$ cat config.mk
export PLATFORM = sky130hd
export DESIGN_NAME = tmr_bank
export DESIGN_NICKNAME = d
export VERILOG_FILES = /design/src/rtl/tmr_pkg.sv /design/src/rtl/tmr_prescaler.sv /design/src/rtl/tmr_unit.sv /design/src/rtl/tmr_bank.sv
export SDC_FILE = /design/constraint.sdc
export NUM_CORES = 1
export LEC_CHECK = 0
export CAP_MARGIN = 0
export CORE_MARGIN = 3
export CORE_UTILIZATION = 45
export CTS_CLUSTER_SIZE = 16
export DETAILED_ROUTE_END_ITERATION = 7
export DONT_BUFFER_PORTS = 1
export GPL_TIMING_DRIVEN = 0
export HOLD_SLACK_MARGIN = 0.06
export SLEW_MARGIN = 20
export SYNTH_ARGS = -nofsm -noshare
export SYNTH_HDL_FRONTEND = slang
export SYNTH_SLANG_ARGS = --single-unit
$ cat constraint.sdc
create_clock -name clk -period 9.95 [get_ports clk]
set_input_delay 1.4925 -clock clk [delete_from_list [all_inputs] [get_ports clk]]
set_output_delay 1.4925 -clock clk [all_outputs]
set_load 0.03 [all_outputs]
$ cat src/rtl/tmr_pkg.sv
package tmr_pkg;

  localparam int CB_PSC  = 0;
  localparam int CB_CASC = 2;
  localparam int CB_IE   = 6;
  localparam int CB_EN   = 7;

  typedef struct packed {
    logic       en;
    logic       ie;
    logic       casc;
    logic [1:0] psc;
  } tmr_ctl_t;

  function automatic tmr_ctl_t decode_ctl(input logic [7:0] d);
    tmr_ctl_t c;
    c.en   = d[CB_EN];
    c.ie   = d[CB_IE];
    c.casc = d[CB_CASC];
    c.psc  = d[CB_PSC +: 2];
    return c;
  endfunction

endpackage

$ cat src/rtl/tmr_prescaler.sv
module tmr_prescaler #(
  parameter int          PSC_W      = 10,
  parameter logic [15:0] PSC_SHIFTS = {4'd10, 4'd8, 4'd6, 4'd0}
) (
  input  logic       clk,
  input  logic       rst_n,
  input  logic       clear,
  input  logic       run,
  input  logic [1:0] code,
  output logic       tick
);

  logic [PSC_W-1:0] div_q;
  logic [3:0]       shift;
  logic [PSC_W-1:0] mask;

  function automatic logic [PSC_W-1:0] low_mask(input logic [3:0] s);
    return PSC_W'((32'd1 << s) - 32'd1);
  endfunction

  assign shift = PSC_SHIFTS[{code, 2'b00} +: 4];
  assign mask  = low_mask(shift);
  assign tick  = run && ((div_q & mask) == mask);

  always_ff @(posedge clk) begin
    if (!rst_n)     div_q <= '0;
    else if (clear) div_q <= '0;
    else if (run)   div_q <= div_q + 1'b1;
  end

  AST_PSC_CLEARED: assert property (@(posedge clk) disable iff (!rst_n)
    clear |=> (div_q == '0));

endmodule

$ cat src/rtl/tmr_unit.sv
module tmr_unit
  import tmr_pkg::*;
#(
  parameter int          CNT_W      = 16,
  parameter int          PSC_W      = 10,
  parameter logic [15:0] PSC_SHIFTS = {4'd10, 4'd8, 4'd6, 4'd0},
  parameter bit          CASC_OK    = 1'b1
) (
  input  logic             clk,
  input  logic             rst_n,
  input  logic             rld_we,
  input  logic             ctl_we,
  input  logic [CNT_W-1:0] wr_data,
  input  logic             ovf_in,
  output logic [CNT_W-1:0] cnt_o,
  output logic             ovf_o,
  output logic             irq_o
);

  tmr_ctl_t         ctl_q;
  tmr_ctl_t         ctl_d;
  logic [CNT_W-1:0] cnt_q;
  logic [CNT_W-1:0] rld_q;
  logic [CNT_W-1:0] cnt_nxt;
  logic             irq_q;
  logic             en_set;
  logic             casc_mode;
  logic             psc_tick;
  logic             step;

  // Adds one step; on carry out, the reload value absorbs the excess.
  function automatic logic [CNT_W:0] advance(input logic [CNT_W-1:0] c,
                                             input logic [CNT_W-1:0] r,
                                             input logic             s);
    logic [CNT_W:0] sum;
    sum = {1'b0, c} + {{CNT_W{1'b0}}, s};
    if (sum[CNT_W]) return {1'b1, r + sum[CNT_W-1:0]};
    else            return {1'b0, sum[CNT_W-1:0]};
  endfunction

  assign ctl_d     = decode_ctl(wr_data[7:0]);
  assign en_set    = ctl_we && ctl_d.en && !ctl_q.en;
  assign casc_mode = CASC_OK && ctl_q.casc;

  tmr_prescaler #(
    .PSC_W      (PSC_W),
    .PSC_SHIFTS (PSC_SHIFTS)
  ) u_psc (
    .clk   (clk),
    .rst_n (rst_n),
    .clear (en_set),
    .run   (ctl_q.en),
    .code  (ctl_q.psc),
    .tick  (psc_tick)
  );

  assign step             = ctl_q.en && (casc_mode ? ovf_in : psc_tick);
  assign {ovf_o, cnt_nxt} = advance(cnt_q, rld_q, step);

  always_ff @(posedge clk) begin
    if (!rst_n) begin
      ctl_q <= '0;
      rld_q <= '0;
      cnt_q <= '0;
      irq_q <= 1'b0;
    end else begin
      if (ctl_we) ctl_q <= ctl_d;
      if (rld_we) rld_q <= wr_data;
      cnt_q <= en_set ? rld_q : cnt_nxt;
      irq_q <= ovf_o && ctl_q.ie;
    end
  end

  assign cnt_o = cnt_q;
  assign irq_o = irq_q;

  AST_START_LOAD: assert property (@(posedge clk) disable iff (!rst_n)
    en_set |=> (cnt_q == $past(rld_q)));
  AST_SINGLE_STEP: assert property (@(posedge clk) disable iff (!rst_n)
    (ctl_q.en && !en_set && !ovf_o) |=>
      ((cnt_q == $past(cnt_q)) || (cnt_q == $past(cnt_q) + CNT_W'(1))));
  AST_WRAP_RELOAD: assert property (@(posedge clk) disable iff (!rst_n)
    ovf_o |=> (cnt_q == $past(rld_q)));
  AST_IRQ_ON_WRAP: assert property (@(posedge clk) disable iff (!rst_n)
    ovf_o |=> (irq_o == $past(ctl_q.ie)));
  AST_IRQ_CAUSE: assert property (@(posedge clk) disable iff (!rst_n)
    $rose(irq_o) |-> $past(ovf_o));
  AST_CASC_WAIT: assert property (@(posedge clk) disable iff (!rst_n)
    (casc_mode && !ovf_in && !en_set) |=> $stable(cnt_q));
  AST_IDLE_HOLD: assert property (@(posedge clk) disable iff (!rst_n)
    (!ctl_q.en && !en_set) |=> $stable(cnt_q));

endmodule

$ cat src/rtl/tmr_bank.sv
module tmr_bank #(
  parameter int          NUM_TMR    = 4,
  parameter int          CNT_W      = 16,
  parameter int          PSC_W      = 10,
  parameter logic [15:0] PSC_SHIFTS = {4'd10, 4'd8, 4'd6, 4'd0},
  localparam int         IDX_W      = $clog2(NUM_TMR)
) (
  input  logic               clk,
  input  logic               rst_n,
  input  logic               wr_en,
  input  logic [IDX_W-1:0]   wr_idx,
  input  logic               wr_ctl,
  input  logic [CNT_W-1:0]   wr_data,
  input  logic [IDX_W-1:0]   rd_idx,
  output logic [CNT_W-1:0]   rd_count,
  output logic [NUM_TMR-1:0] irq
);

  logic [CNT_W-1:0]   cnt_arr [NUM_TMR];
  logic [NUM_TMR-1:0] ovf;

  for (genvar i = 0; i < NUM_TMR; i++) begin : g_tmr
    logic sel;
    logic chain_in;
    assign sel = wr_en && (wr_idx == IDX_W'(i));
    if (i == 0) begin : g_base
      assign chain_in = 1'b0;
    end else begin : g_link
      assign chain_in = ovf[i-1];
    end

    tmr_unit #(
      .CNT_W      (CNT_W),
      .PSC_W      (PSC_W),
      .PSC_SHIFTS (PSC_SHIFTS),
      .CASC_OK    (i != 0)
    ) u_tmr (
      .clk     (clk),
      .rst_n   (rst_n),
      .rld_we  (sel && !wr_ctl),
      .ctl_we  (sel && wr_ctl),
      .wr_data (wr_data),
      .ovf_in  (chain_in),
      .cnt_o   (cnt_arr[i]),
      .ovf_o   (ovf[i]),
      .irq_o   (irq[i])
    );
  end

  assign rd_count = cnt_arr[rd_idx];

  AST_RESET_QUIET: assert property (@(posedge clk)
    !rst_n |=> (irq == '0));

endmodule

==> results.sh <==
export IMPL_r2r_end="g_tmr[3].u_tmr.cnt_o[15]"
export IMPL_viasPerCell=5.78
export IMPL_synth_seq_cells=191
export IMPL_max_clock_path_buffers=2
export IMPL_area_delta_synth_final_pct=9.67
export IMPL_htree_levels=4
export IMPL_cts_root_buf="clkbuf_16"
export IMPL_synthTopCellsByArea="dfxtp_1 32%, ha_1 8.0%, nand2_1 7.5%, a21oi_1 6.3%, xnor2_1 5.9%"
export IMPL_antenna_left=0
export IMPL_synthArstFlopShare_pct=0
export IMPL_nets=1578
export IMPL_die_w_um=168
export IMPL_drv_cap=0
export IMPL_synth_cell_types=76
export IMPL_cts_reportedPaths_clkPinSlew_ns=0.07
export IMPL_port_buffers=0
export IMPL_cp_slowest_cell="a221oi_2"
export IMPL_crit_arrival_ns=9.74
export IMPL_pre_cts_ws_ns=-1.08
export IMPL_relSlewSlack_pct=30.4
export IMPL_cts_tree="yes"
export IMPL_setup_viol=0
export IMPL_drive_gt1_share_pct=7.06
export IMPL_drt_iter0_markers=973
export IMPL_outcome="complete, no violations"
export IMPL_antenna_found_initial=1
export IMPL_ir_drop_mv=0.106
export IMPL_wl_per_cell_um=19.9
export IMPL_dr_pass1_iters=5
export IMPL_ys_top_cells_by_count="237 x nand2_1, 191 x dfxtp_1, 148 x a21oi_1"
export IMPL_detailroute_via_count=10505
export IMPL_synth_seq_area_share_pct=32.4
export IMPL_timing_reg2reg_setup_slack_ns=0.54
export IMPL_clk_insertion_delay_late_ns=0.44
export IMPL_gp_congestion=0.952
export IMPL_io_pins=44
export IMPL_startpoint_type="flop"
export IMPL_slew_violations=0
export IMPL_r2r_cells=43
export IMPL_start_util_pct=46.4
export IMPL_synthFlopType="dfxtp_1"
export IMPL_synth_edf_count=0
export IMPL_worstSetupPathType="flop to flop"
export IMPL_finClkSkew_ns=0.0132
export IMPL_core_um2=25500
export IMPL_cpMostUsedCell="ha_1"
export IMPL_finalSetupTns_ns=0
export IMPL_power_w=0.00166
export IMPL_multi_input_area_um2=7650
export IMPL_num_rows=58
export IMPL_yosysMostFrequentCell="nand2_1"
export IMPL_fillerInstances=2536
export IMPL_postCtsHoldBufs=0
export IMPL_fin_area_um2=13000
export IMPL_yosysWarningCount=0
export IMPL_grt_usage_pct=25.8
export IMPL_setup_ws_ns=0.541
export IMPL_grt_overflow_total=0
export IMPL_hold_depth=2
export IMPL_crit_fanout=10
export IMPL_hp_start="g_tmr[3].u_tmr.rld_q[0]"
export IMPL_route_detailed_drc=0
export IMPL_grt_start_max_net_pins=18
export IMPL_min_period_ns=9.41
export IMPL_syn_nets=1554
export IMPL_crit_required_ns=10.28
export IMPL_worstSetupEndpointType="flop"
export IMPL_power_per_cell_area_nw_per_um2=128
export IMPL_syn_mean_instance_area_um2=8.15
export IMPL_cts_sinks=191
export IMPL_grt_pass1_wl_um=57600
export IMPL_netlist_instances=1450
export IMPL_cts_buffers=17
export IMPL_critPathMaxStageDelay_ns=0.41
export IMPL_yosysTopAreaCell="dfxtp_1"
export IMPL_grt_pass1_vias=10120
export IMPL_min_to="g_tmr[3].u_tmr.rld_q[0]"
export IMPL_regArea_um2=3820
export IMPL_num_antenna_cells=0
export IMPL_max_freq_mhz=106
export IMPL_die_area_um2=28200
export IMPL_hold_class="flop to flop"
export IMPL_final_hold_viol_count=0
export IMPL_dp_final_hpwl_um=27400
export IMPL_synth_top_area_share_pct=32.4
export IMPL_finalWirelength_um=36100
export IMPL_syn_area_um2=11800
export IMPL_finalCritPeriodShare_pct=94.6
export IMPL_die_h_um=168
export IMPL_timing_rr_start="g_tmr[0].u_tmr.ctl_q[1]"
export IMPL_tightest_slew_ns=1.04
export IMPL_placed_area_um2=12200
export IMPL_leakage_nw=5.24
worst max-delay path by stage:
| stage | from | endpoint | cells past startpoint |
|---|---|---|---|
| floorplan | g_tmr[0].u_tmr.ctl_q[1] | g_tmr[3].u_tmr.cnt_o[15] | 43 |
| global placement | g_tmr[0].u_tmr.ctl_q[0] | g_tmr[3].u_tmr.cnt_o[15] | 43 |
| detailed placement | g_tmr[0].u_tmr.ctl_q[1] | g_tmr[3].u_tmr.cnt_o[15] | 43 |
| CTS | g_tmr[0].u_tmr.ctl_q[1] | g_tmr[3].u_tmr.cnt_o[15] | 43 |
| global route | g_tmr[0].u_tmr.ctl_q[0] | g_tmr[3].u_tmr.cnt_o[13] | 43 |
| finish | g_tmr[0].u_tmr.ctl_q[1] | g_tmr[3].u_tmr.cnt_o[15] | 43 |
layout make-up:
class | instances | area share [%]
repair buffers | 5 | 0.290
inverters | 26 | 0.753
flip-flops and latches | 191 | 29.5
clock inverters | 13 | 1.34
multi-input cells | 1165 | 59.0
plain buffers | 68 | 2.41
clock buffers | 19 | 3.49
well taps | 330 | 3.19
logic make-up after synthesis:
kind of cell	Yosys count	synth area share [%]
XOR/XNOR	135	10.0
buffers and inverters	94	3.40
multiplexers	51	6.02
AND/OR/NAND/NOR	559	21.4
adder cells (fa/ha/maj)	80	8.72
flip-flops	191	32.4
AO/OA/AOI/OAI	340	18.1
per-stage QoR:
| step | util, % | instances | hold WS (ns) |
|---|---|---|---|
| finish | 50.9 | 1817 | 0.481 |
| global route | 50.9 | 1817 | 0.495 |
| CTS | 50.7 | 1814 | 0.480 |
| detailed placement | 48.0 | 1780 | 0.468 |
| global placement | 48.0 | 1780 | 0.464 |
| floorplan | - | 1450 | 0.444 |
routing by layer:
layer  vias to the layer above  wire length, µm  GRT usage (%)
li1                       5172                -              -
met1                      4997            16700           35.7
met2                       286            16100           41.3
met3                        50             2600           5.02
met4                         0              755           6.79
met5                         -                0              0
power by group:
group          internal (W)  switching [W]  total (W)
Sequential         0.000778      0.0000194   0.000797
Clock              0.000415       0.000326   0.000741
Combinational     0.0000447      0.0000796   0.000124
critical path: cells and delay by family, from the launching register on:
| kind | cells | cell delay (ns) |
|---|---|---|
| XOR/XNOR | 1 | 0.21 |
| buffers and inverters | 2 | 0.43 |
| flip-flops | 1 | 0.34 |
| AO/OA/AOI/OAI | 12 | 2.12 |
| AND/OR/NAND/NOR | 18 | 3.72 |
| adder cells (fa/ha/maj) | 10 | 2.46 |
state kept, by name, summed over array words and instances (netlist names):
name	cells
g_tmr.u_tmr.cnt_o	64
g_tmr.u_tmr.rld_q	64
g_tmr.u_tmr.u_psc.div_q	40
g_tmr.u_tmr.ctl_q	16
g_tmr.u_tmr.irq_o	4
g_tmr.u_tmr.casc_mode	3
placed cells by master, fill, tap and decap left out, drive strengths merged, types with 24 or more instances in the layout:
| cell type | netlist | routed |
|---|---|---|
| a211oi | 25 | 25 |
| a21oi | 150 | 150 |
| and3 | 24 | 24 |
| clkbuf | 51 | 70 |
| dfxtp | 191 | 191 |
| ha | 76 | 76 |
| inv | 25 | 31 |
| mux2i | 34 | 34 |
| nand2 | 237 | 237 |
| nand3 | 39 | 39 |
| nand4 | 24 | 24 |
| nor2 | 147 | 147 |
| o21ai | 64 | 64 |
| xnor2 | 80 | 80 |
| xor2 | 55 | 55 |
repair_timing:
| action | CTS | global route |
|---|---|---|
| pin swaps | 2 | 3 |
| resized for setup | 8 | 10 |
| buffers inserted | 2 | 3 |
| cloned | 0 | 0 |
| endpoints found under the setup margin | 15 | 6 |
No activity file was read; power rests on OpenSTA's default activity.
